## src/rtl/erase_seq_pkg.sv

```systemverilog
package erase_seq_pkg;

    typedef enum logic [2:0] {
        ST_IDLE,
        ST_HV_SETUP,
        ST_PULSE,
        ST_HV_HOLD,
        ST_ADDR_SETUP,
        ST_READ
    } seq_state_e;

    localparam logic [7:0] ERASED_BYTE = 8'hFF;

endpackage

```

## src/rtl/erase_wait_timer.sv

```systemverilog
module erase_wait_timer #(
    parameter int CNT_W = 8
) (
    input  logic             clk,
    input  logic             rst_n,
    input  logic             load,
    input  logic [CNT_W-1:0] load_val,
    output logic             expired
);

    logic [CNT_W-1:0] cnt_q;

    always_ff @(posedge clk or negedge rst_n) begin
        if (!rst_n) begin
            cnt_q <= '0;
        end else if (load) begin
            cnt_q <= load_val;
        end else if (cnt_q != '0) begin
            cnt_q <= cnt_q - 1'b1;
        end
    end

    assign expired = (cnt_q == '0);

endmodule

```

## src/rtl/erase_verify_cursor.sv

```systemverilog
module erase_verify_cursor #(
    parameter int ADDR_W = 19,
    parameter int PC_W   = 4
) (
    input  logic              clk,
    input  logic              rst_n,
    input  logic              clear,
    input  logic              addr_inc,
    input  logic              pulse_inc,
    output logic [ADDR_W-1:0] addr,
    output logic [PC_W-1:0]   pulse_cnt
);

    // The address is only advanced on a passing byte, so after a failure it
    // already points at the byte where the next pass must resume.
    always_ff @(posedge clk or negedge rst_n) begin
        if (!rst_n) begin
            addr      <= '0;
            pulse_cnt <= '0;
        end else if (clear) begin
            addr      <= '0;
            pulse_cnt <= '0;
        end else begin
            if (addr_inc) begin
                addr <= addr + 1'b1;
            end
            if (pulse_inc) begin
                pulse_cnt <= pulse_cnt + 1'b1;
            end
        end
    end

endmodule

```

## src/rtl/chip_erase_sequencer.sv

```systemverilog
module chip_erase_sequencer
    import erase_seq_pkg::*;
#(
    parameter int ADDR_W     = 19,
    parameter int PULSE_CYC  = 25_000_000,
    parameter int SETUP_CYC  = 100,
    parameter int HOLD_CYC   = 100,
    parameter int MAX_PULSES = 10,
    localparam int PC_W      = $clog2(MAX_PULSES + 1)
) (
    input  logic              clk,
    input  logic              rst_n,
    input  logic              start_i,
    input  logic [ADDR_W-1:0] last_addr_i,
    input  logic              abort_i,
    output logic [ADDR_W-1:0] dev_addr_o,
    input  logic [7:0]        dev_data_i,
    output logic              dev_ce_n_o,
    output logic              dev_oe_n_o,
    output logic              dev_a9_hv_o,
    output logic              dev_vpp_hv_o,
    output logic              busy_o,
    output logic              done_o,
    output logic              pass_o,
    output logic [PC_W-1:0]   pulse_cnt_o
);

    localparam int LONG_AB = (PULSE_CYC > SETUP_CYC) ? PULSE_CYC : SETUP_CYC;
    localparam int LONGEST = (LONG_AB > HOLD_CYC) ? LONG_AB : HOLD_CYC;
    localparam int TMR_W   = $clog2(LONGEST + 1);

    seq_state_e        state_q, state_d;
    logic [ADDR_W-1:0] last_q;
    logic              done_q, pass_q;
    logic              clear, addr_inc, pulse_inc, finish, fin_pass;
    logic              tmr_load, tmr_expired;
    logic [TMR_W-1:0]  tmr_val;
    logic [ADDR_W-1:0] cur_addr;
    logic [PC_W-1:0]   pulse_cnt;

    erase_wait_timer #(.CNT_W(TMR_W)) u_timer (
        .clk      (clk),
        .rst_n    (rst_n),
        .load     (tmr_load),
        .load_val (tmr_val),
        .expired  (tmr_expired)
    );

    erase_verify_cursor #(.ADDR_W(ADDR_W), .PC_W(PC_W)) u_cursor (
        .clk       (clk),
        .rst_n     (rst_n),
        .clear     (clear),
        .addr_inc  (addr_inc),
        .pulse_inc (pulse_inc),
        .addr      (cur_addr),
        .pulse_cnt (pulse_cnt)
    );

    // Next-state and event decode.
    always_comb begin
        state_d   = state_q;
        clear     = 1'b0;
        addr_inc  = 1'b0;
        pulse_inc = 1'b0;
        finish    = 1'b0;
        fin_pass  = 1'b0;
        if (abort_i) begin
            state_d = ST_IDLE;
        end else begin
            unique case (state_q)
                ST_IDLE: begin
                    if (start_i) begin
                        state_d = ST_HV_SETUP;
                        clear   = 1'b1;
                    end
                end
                ST_HV_SETUP: begin
                    if (tmr_expired) begin
                        state_d   = ST_PULSE;
                        pulse_inc = 1'b1;
                    end
                end
                ST_PULSE: begin
                    if (tmr_expired) state_d = ST_HV_HOLD;
                end
                ST_HV_HOLD: begin
                    if (tmr_expired) state_d = ST_ADDR_SETUP;
                end
                ST_ADDR_SETUP: begin
                    if (tmr_expired) state_d = ST_READ;
                end
                ST_READ: begin
                    if (dev_data_i == ERASED_BYTE) begin
                        if (cur_addr == last_q) begin
                            state_d  = ST_IDLE;
                            finish   = 1'b1;
                            fin_pass = 1'b1;
                        end else begin
                            state_d  = ST_ADDR_SETUP;
                            addr_inc = 1'b1;
                        end
                    end else if (pulse_cnt >= PC_W'(MAX_PULSES)) begin
                        state_d = ST_IDLE;
                        finish  = 1'b1;
                    end else begin
                        state_d = ST_HV_SETUP;
                    end
                end
                default: state_d = ST_IDLE;
            endcase
        end
    end

    // Wait length for the state being entered.
    always_comb begin
        tmr_load = (state_d != state_q);
        unique case (state_d)
            ST_HV_SETUP:   tmr_val = TMR_W'(SETUP_CYC - 1);
            ST_PULSE:      tmr_val = TMR_W'(PULSE_CYC - 1);
            ST_HV_HOLD:    tmr_val = TMR_W'(HOLD_CYC - 1);
            ST_ADDR_SETUP: tmr_val = TMR_W'(SETUP_CYC - 1);
            default:       tmr_val = '0;
        endcase
    end

    // State register with run result.
    always_ff @(posedge clk or negedge rst_n) begin
        if (!rst_n) begin
            state_q <= ST_IDLE;
            last_q  <= '0;
            done_q  <= 1'b0;
            pass_q  <= 1'b0;
        end else begin
            state_q <= state_d;
            if (abort_i) begin
                done_q <= 1'b0;
                pass_q <= 1'b0;
            end else if (clear) begin
                last_q <= last_addr_i;
                done_q <= 1'b0;
                pass_q <= 1'b0;
            end else if (finish) begin
                done_q <= 1'b1;
                pass_q <= fin_pass;
            end
        end
    end

    // Pin and status outputs from the state register.
    always_comb begin
        dev_ce_n_o   = 1'b1;
        dev_oe_n_o   = 1'b1;
        dev_a9_hv_o  = 1'b0;
        dev_vpp_hv_o = 1'b0;
        unique case (state_q)
            ST_IDLE: ;
            ST_HV_SETUP: begin
                dev_a9_hv_o  = 1'b1;
                dev_vpp_hv_o = 1'b1;
            end
            ST_PULSE: begin
                dev_a9_hv_o  = 1'b1;
                dev_vpp_hv_o = 1'b1;
                dev_ce_n_o   = 1'b0;
            end
            ST_HV_HOLD: begin
                dev_a9_hv_o  = 1'b1;
                dev_vpp_hv_o = 1'b1;
            end
            ST_ADDR_SETUP: begin
                dev_vpp_hv_o = 1'b1;
                dev_ce_n_o   = 1'b0;
            end
            ST_READ: begin
                dev_vpp_hv_o = 1'b1;
                dev_ce_n_o   = 1'b0;
                dev_oe_n_o   = 1'b0;
            end
            default: ;
        endcase
    end

    assign dev_addr_o  = cur_addr;
    assign busy_o      = (state_q != ST_IDLE);
    assign done_o      = done_q;
    assign pass_o      = pass_q;
    assign pulse_cnt_o = pulse_cnt;

endmodule

```

## config.mk

```make
export PLATFORM = sky130hd
export DESIGN_NAME = chip_erase_sequencer
export DESIGN_NICKNAME = d
export VERILOG_FILES = /design/src/rtl/erase_seq_pkg.sv /design/src/rtl/erase_wait_timer.sv /design/src/rtl/erase_verify_cursor.sv /design/src/rtl/chip_erase_sequencer.sv
export SDC_FILE = /design/constraint.sdc
export NUM_CORES = 1
export LEC_CHECK = 0
export BUFFER_PORTS_ARGS = -buffer_cell sky130_fd_sc_hd__buf_2
export CORE_MARGIN = 5
export CORE_UTILIZATION = 40
export CTS_CLUSTER_SIZE = 12
export DETAILED_ROUTE_END_ITERATION = 7
export PLACE_DENSITY = 0.6
export SLEW_MARGIN = 20
export SYNTH_ARGS = -nofsm -noshare
export SYNTH_HDL_FRONTEND = slang
export SYNTH_SLANG_ARGS = --single-unit
```

## constraint.sdc

```tcl
create_clock -name clk -period 3.61 [get_ports clk]
set_input_delay 0 -clock clk [delete_from_list [all_inputs] [get_ports clk]]
set_output_delay 0 -clock clk [all_outputs]
set_load 0.02 [all_outputs]
```

==> results of run 1 <==
## metal layers
metal,vias up,GRT usage (%),routed length (um)
li1,1562,-,-
met1,1521,20.3,3840
met2,66,28.2,4600
met3,8,5.21,427
met4,0,4.60,105
met5,-,0,0
## power by group through the flow
stage | logic, W | clock network, W | registers, W
final | 0.000800 | 0.000844 | 0.00111
after global routing | 0.000899 | 0.000904 | 0.00114
after CTS | 0.000802 | 0.000874 | 0.00111
after detailed placement | 0.000773 | 0 | 0.00113
after global placement | 0.000768 | 0 | 0.00112
after floorplan | 0.000633 | 0 | 0.00109
## metrics by stage
stage / instance area, um^2 / utilization (%) / instances / hold slack (ns)
6_report: 4830 / 50.1 / 617 / 0.0340
5_1_grt: 4830 / 50.1 / 617 / 0.0506
4_1_cts: 4830 / 50.1 / 617 / 0.0146
3_5_place_dp: 4370 / 45.3 / 582 / 0.0772
3_3_place_gp: 4360 / 45.3 / 582 / 0.232
2_1_floorplan: 3900 / - / 397 / -0.296
## flip-flops by register name, summed over array words and instances (netlist names)
name	count
done_o	1
u_timer.cnt_q	25
last_q	19
u_cursor.addr	19
pass_o	1
u_cursor.pulse_cnt	4
state_q	3
## kinds of logic after synthesis
group | Yosys count | share of synthesized area, %
buffers and inverters | 29 | 3.24
multiplexers | 22 | 6.35
XOR/XNOR | 57 | 12.8
AND/OR/NAND/NOR | 150 | 20.4
flip-flops | 72 | 46.2
adder cells (fa/ha/maj) | 4 | 1.28
AO/OA/AOI/OAI | 63 | 9.81
## cell usage after synthesis, types with 3 or more instances
library cell | number | area, um^2
sky130_fd_sc_hd__nor4_1 | 13 | 81.3
sky130_fd_sc_hd__nor2b_1 | 5 | 31.3
sky130_fd_sc_hd__inv_1 | 12 | 45.0
sky130_fd_sc_hd__or4_1 | 7 | 52.6
sky130_fd_sc_hd__dfrtp_1 | 72 | 1800
sky130_fd_sc_hd__clkbuf_1 | 12 | 45.0
sky130_fd_sc_hd__a31oi_1 | 3 | 18.8
sky130_fd_sc_hd__ha_1 | 4 | 50.1
sky130_fd_sc_hd__a21oi_1 | 26 | 130
sky130_fd_sc_hd__nand4_1 | 6 | 37.5
sky130_fd_sc_hd__xor2_1 | 33 | 289
sky130_fd_sc_hd__or3_1 | 10 | 62.6
sky130_fd_sc_hd__nand3_1 | 6 | 30.0
sky130_fd_sc_hd__o21ai_0 | 15 | 75.1
sky130_fd_sc_hd__o31ai_1 | 3 | 22.5
sky130_fd_sc_hd__nand2_1 | 19 | 71.3
sky130_fd_sc_hd__or2_2 | 3 | 18.8
sky130_fd_sc_hd__mux2_2 | 19 | 214
sky130_fd_sc_hd__nor2_1 | 52 | 195
sky130_fd_sc_hd__nor3_1 | 14 | 70.1
sky130_fd_sc_hd__xnor2_1 | 24 | 210
## final cells by class
class                   count  area [um^2]  share of cell area [%]
multi-input cells         296         1980                    41.0
flip-flops and latches     72         1800                    37.3
repair buffers             89          571                    11.8
well taps                 133          166                    3.44
clock buffers              10          138                    2.85
clock inverters             5          129                    2.67
inverters                  12         45.0                   0.932
## critical path, cell delays in order, from the launching register on
cell	delay (ns)
sky130_fd_sc_hd__dfrtp_1	0.41
sky130_fd_sc_hd__inv_1	0.10
sky130_fd_sc_hd__ha_1	0.22
sky130_fd_sc_hd__or4b_2	0.63
sky130_fd_sc_hd__or4_4	0.52
sky130_fd_sc_hd__or2_1	0.43
sky130_fd_sc_hd__a21oi_1	0.25
sky130_fd_sc_hd__a211o_1	0.24
sky130_fd_sc_hd__nor2_1	0.22
sky130_fd_sc_hd__a21oi_1	0.19
## repair_timing
action / 4_1_cts / 5_1_grt
resized for setup: 0 / 0
hold buffers: 20 / 0
endpoints found under the hold margin: 68 / 0
## path summary, 6_finish.rpt
check,slack (ns),cells past startpoint,to
hold reg to reg,0.53,1,last_q[8]
max in group asynchronous,2.60,3,u_cursor.addr[9]
setup / recovery,0.29,9,u_timer.cnt_q[18]
setup reg to reg,0.29,9,u_timer.cnt_q[18]
min in group asynchronous,0.23,2,pass_o
hold / removal,0.03,2,state_q[2]
==> results.txt, run 1 <==
STA classifies the critical path endpoint as a flop. The area growth from synthesis to layout is 23.8%. The synthesized design contains 0 enable-type register cells.

The floorplan row count came out at 36. The gate count after technology mapping was 397. The top flip-flop cell by instance count after synthesis is sky130_fd_sc_hd__dfrtp_1.

Data arrives at the worst endpoint at 3.57 ns. The tools report the fill cell total of the finished layout as 923. The tools report the source of the critical timing path as u_timer.cnt_q[0]. The run gives 0.293 ns as the worst setup margin. The run gives 0.000880 W as the net switching power. Relative max-transition margin: 46.5%. In this run the power density over the cells is 570 mW/mm^2. Combinational cells account for 29.0% of the total power. The number of iterations in the first detailed-routing pass was 4. Number of vias per cell: 5.12. The final layout contains routed wiring with a total length of 8.97 mm.

Summing every instance area after synthesis gives 0.00390 mm^2. The tree is rooted in a sky130_fd_sc_hd__clkbuf_8. The tools report the number of DRC markers in iteration 0 as 101. For the worst-case clock buffer depth, the log shows 2. The clock reaches the later pin of the worst-skew pair after 0.34 ns. Subtracting the final worst setup slack from the clock period gives 3.32 ns. TritonCTS built the clock tree. For the pin with the worst max-slew slack, the measured transition is 0.800 ns. Once the clock tree was built, the setup fixing pass inserted 0 buffers. Setup repair after global routing left no endpoint under its margin. For the upper clock frequency limit, the log shows 302 MHz. Clock-pin slew was measured on the worst setup and hold paths at 0.08 ns. Of the total power, the share spent switching nets is 31.9%. The first global-routing pass estimated 15.6 mm of wire.

The H-tree was split into 3 levels. The synthesized design contains 72 register bits. Adding up every negative setup slack in the final design gives 0 ns. The warning count from the yosys run came out at 0. In this run the critical register-to-register path is launched from u_timer.cnt_q[0].

Entering global routing, the biggest net connects 51 pins. The number of antenna diodes in the final layout is 0. The detailed-route via count was 3157. Once detailed placement completed, the half-perimeter wirelength came to 6.30 mm. The wire length per cell after detailed routing is 14.5 um, and the final net count is 515. The share of synthesized flip-flops with an asynchronous set or reset is 100%.

The via count of the first global-routing pass came out at 3268. The number of port buffers was 60; the average cell area after synthesis was 9.83 um^2. The worst hold path belongs to the class primary input to flop. Once the floorplan was initialized, standard cells occupied 40.5% of the core.

The share of power burned in registers was 40.4%. Yosys mapped the design onto 49 distinct sky130hd cell types. For this design the top-level I/O count stands at 61. The portion of the post-synthesis area used by sequential elements was 46.2%; the required time at the worst-slack endpoint was 3.86 ns.

The tools report the critical path startpoint category as a flop. The fraction of final layout cells with drive strength greater than 1 was 24.0%; the number of setup violations in the final report was 0. The most common cell after layout, fill and taps aside was sky130_fd_sc_hd__dfrtp_1. The run gives 72 as the clock net sink count.

The run gives 9 as the number of CTS-inserted buffers. The internal power was 0.00188 W. For the worst slack after detailed placement, the log shows 0.327 ns. The flow ran to the end, and the final reports show no timing, DRC or antenna violations. For this design the static power due to leakage is 2.28 nW. In this run the vertical extent of the chip is 109 um. After layout, the design draws a total of 0.00276 W. The initial antenna violation count was 0. Max-cap violations in this run came to 0. Startpoint-to-endpoint class of the critical path: flop to flop. In the layout the commonest cells are sky130_fd_sc_hd__dfrtp_1, sky130_fd_sc_hd__buf_2, sky130_fd_sc_hd__nor2_1. For the post-route DRC violation count, the log shows 0. The maximum clock skew at final layout is 0.0126 ns. Of the available clock period, the critical path in the final layout requires 91.9%.

Hold path startpoint: abort_i. The die boundary width is 109 um. The run gives 0.000278 V as the largest voltage drop on the vdd net. The hold violation count in the final report is 0. The tools report the max-slew violation total from the final report as 0. The number of nets in the synthesized netlist is 432, and the die area is 0.0118 mm^2. After floorplanning, the core was sized to cover 0.00964 mm^2. The highest net fanout along the worst path is 13. In the global route stage, overall resource usage came out at 16.6%.

The run gives 0.815 as the routability-driven placement congestion ratio. After global routing the overflow that remains totals 0. The clock network accounts for 30.6% of the total power. The count of antenna-violating nets left after detailed routing came out at 0.
Power figures use the tool's default switching activity.
==> run 2: changes to the inputs <==
- clock period: 3.61 -> 4.1 ns (I/O delays scaled with it)
==> run 2 against run 1 <==
Effect of this change: global-route usage decreased by 0.092 points; largest cell class unchanged; count of clock-buffer cells in the layout unchanged; fmax decreased by 5.0%; register-to-register slack improved by 0.32 ns; die area unchanged; critical path type unchanged; non-clock buffer count decreased by 4; final cell count decreased by 0.65%; wire length increased by 1.2%; utilization decreased by 1.1 points; via count increased by 0.63%.
==> results.txt, run 2 (synthesis results as in run 1) <==
The run finished with clean final reports. The largest registers in the layout are u_timer.cnt_q (25), last_q (19), u_cursor.addr (19). The startpoint-to-endpoint class of the critical path is flop to flop.

The total wire length was 9.08 mm (+1.2%). The final hold slack is 0.0250 ns (-0.00897 ns), and the maximum number of pins on one net before global-route repair is 43 (-16%). Leaving out fill and tap cells, the most frequent cell in the layout is sky130_fd_sc_hd__dfrtp_1. The layout overhead on the synthesized area was 21.2%. The logs give 0.0116 ns (-0.000975 ns) for the maximum clock skew at final layout and 22.5% (+2.2 points) for the met1 routing resource usage after global routing. The die boundary width works out to 109 um (unchanged). The logs give 3153 (-3.5%) for the via count of the first global-routing pass and 3 (unchanged) for the depth of the CTS H-tree.

The final net count came out at 511 (-0.78%). The number of port buffers works out to 60 (unchanged). The detailed-route via count was 3177 (+0.63%); the hold path depth was 2 (unchanged).

Counting flops per register, the top entry is u_timer.cnt_q. STA classifies the critical path endpoint as a flop. The cell leakage power is 2.23 nW (-2.2%), and the clock latency on the worst-skew pair is 0.35 ns (about the same). Final cycle utilization of the critical path: 85.1% (-6.8 points). TritonCTS built the clock tree.

Time the final worst path needs with I/O delays and setup: 3.49 ns (+0.173 ns). The logs give 15.4 mm (-1.5%) for the wire length of the first global-routing pass and 0.857 (+5.1%) for the routability-driven placement congestion ratio. The run gives 0.000229 V (-18%) as the largest voltage drop on the vdd net. In the layout the commonest cells are sky130_fd_sc_hd__dfrtp_1, sky130_fd_sc_hd__buf_2, sky130_fd_sc_hd__nor2_1. The worst slack after detailed placement came out at 0.658 ns (+0.331 ns). The run gives 0 (unchanged) as the leftover overflow at the end of global routing. The hold violation count in the final report came out at 0 (unchanged). The worst setup margin was 0.610 ns (+0.317 ns). For the required time at the worst-slack endpoint, the log shows 4.36 ns (+0.50 ns). The busiest layer in global routing was met2.

The logic depth of the worst register-to-register path works out to 9 (unchanged). The number of iterations in the first detailed-routing pass was 4 (unchanged); the initial standard-cell utilization of the core was 40.5% (unchanged). For the global-route track usage on met2, the log shows 26.1% (-2.1 points). The post-route DRC violation count is 0 (unchanged), and the number of setup violations in the final report is 0 (unchanged).

The boundary pin count is 61 (unchanged). The number of DRC markers in iteration 0 came out at 102 (+0.99%). The number of flip-flops under the largest register name was 25 (unchanged); the count of antenna-violating nets left after detailed routing was 0 (unchanged). Number of CTS-inserted buffers: 9 (unchanged). The tools report the max-slew violation total from the final report as 0 (unchanged). The measured slew at the worst slew-check pin is 0.988 ns (+0.189 ns).

For the die area, the log shows 0.0118 mm^2 (unchanged). The arrival time at the worst endpoint was 3.75 ns (+0.18 ns). In this run the worst hold path is classified as primary input to flop.

The register clock-pin slew on the reported worst setup and hold paths was 0.07 ns (about the same); the upper clock frequency limit was 287 MHz (-5.0%). The relative max-transition margin came out at 34.1% (-12 points). Clock net sink count: 72 (unchanged). The worst-case clock buffer depth is 2 (unchanged). The run gives 6.24 mm (-1.1%) as the HPWL after detailed placement. For the area of the core, the log shows 0.00964 mm^2 (unchanged). The highest net fanout along the worst path is 13 (unchanged). The number of vias per cell is 5.18 (+1.3%), and the wire length per cell after detailed routing is 14.8 um (+1.8%). The fraction of final layout cells with drive strength greater than 1 was 23.3% (-0.63 points).

Global routing usage on met3: 3.55% (-1.7 points). The power per cell area came out at 468 mW/mm^2 (-18%). Total negative slack for setup checks: 0 ns (unchanged). Setup repair after global routing left no endpoint under its margin.

The antenna diode count is 0 (unchanged). The tools report the max-cap violation count as 0 (unchanged). The run gives 16.5% (-0.092 points) as the overall global routing resource usage. The worst setup path is launched from a flop. The initial antenna violation count was 0 (unchanged). The tools report the floorplan row count as 36 (unchanged). The root buffer cell chosen for the clock tree is sky130_fd_sc_hd__clkbuf_8. The power after layout was 0.00221 W (-20%). The die height was 109 um (unchanged).
## run 2: worst paths after layout
kind	startpoint	end	slack, ns
max in group asynchronous	rst_n	u_timer.cnt_q[13]	2.77
min reg2reg	last_q[8]	last_q[8]	0.53
min in group asynchronous	rst_n	state_q[1]	0.34
min	abort_i	state_q[2]	0.03
max	u_timer.cnt_q[0]	u_timer.cnt_q[16]	0.61
max reg2reg	u_timer.cnt_q[0]	u_timer.cnt_q[16]	0.61
## run 2: final cells by class
type	count	area, um^2
clock inverter	5	57.6
inverter	12	45.0
multi-input combinational	296	1980
sequential	72	1800
timing repair buffer	85	538
fill	929	4910
clock buffer	10	138
tap	133	166
## run 2: stage by stage
stage	cells	area [um^2]	util, %
6_report	613	4730	49.1
5_1_grt	613	4730	49.1
4_1_cts	613	4730	49.1
3_5_place_dp	578	4330	45.0
3_3_place_gp	578	4330	45.0
2_1_floorplan	397	3900	-
## run 2: routing by layer
metal / part of all wire [%] / routed length, um / up-vias
met5: 0 / 0 / -
met4: 1.9 / 173 / 0
met3: 3.9 / 356 / 13
met2: 47 / 4300 / 69
met1: 47 / 4250 / 1541
li1: - / - / 1554
## run 2: critical path: stages (launching register included)
cell and delay, ns:
sky130_fd_sc_hd__dfrtp_1 0.41, sky130_fd_sc_hd__inv_1 0.10, sky130_fd_sc_hd__ha_1 0.20, sky130_fd_sc_hd__or4b_2 0.63, sky130_fd_sc_hd__or4_4 0.52, sky130_fd_sc_hd__or2_1 0.43, sky130_fd_sc_hd__a21oi_1 0.25, sky130_fd_sc_hd__a211o_1 0.37
sky130_fd_sc_hd__nor2_1 0.28, sky130_fd_sc_hd__a21oi_1 0.22
## run 2: report_power, final
part	internal, W	switching (W)
clock	0.000294	0.000272
combinational	0.000310	0.000364
sequential	0.000844	0.000129
## run 2: repair_timing
action                    in CTS  in global routing
hold buffers                  20                  0
setup buffers                  0                  0
hold endpoints to repair      59                  0
resized for setup              0                  0
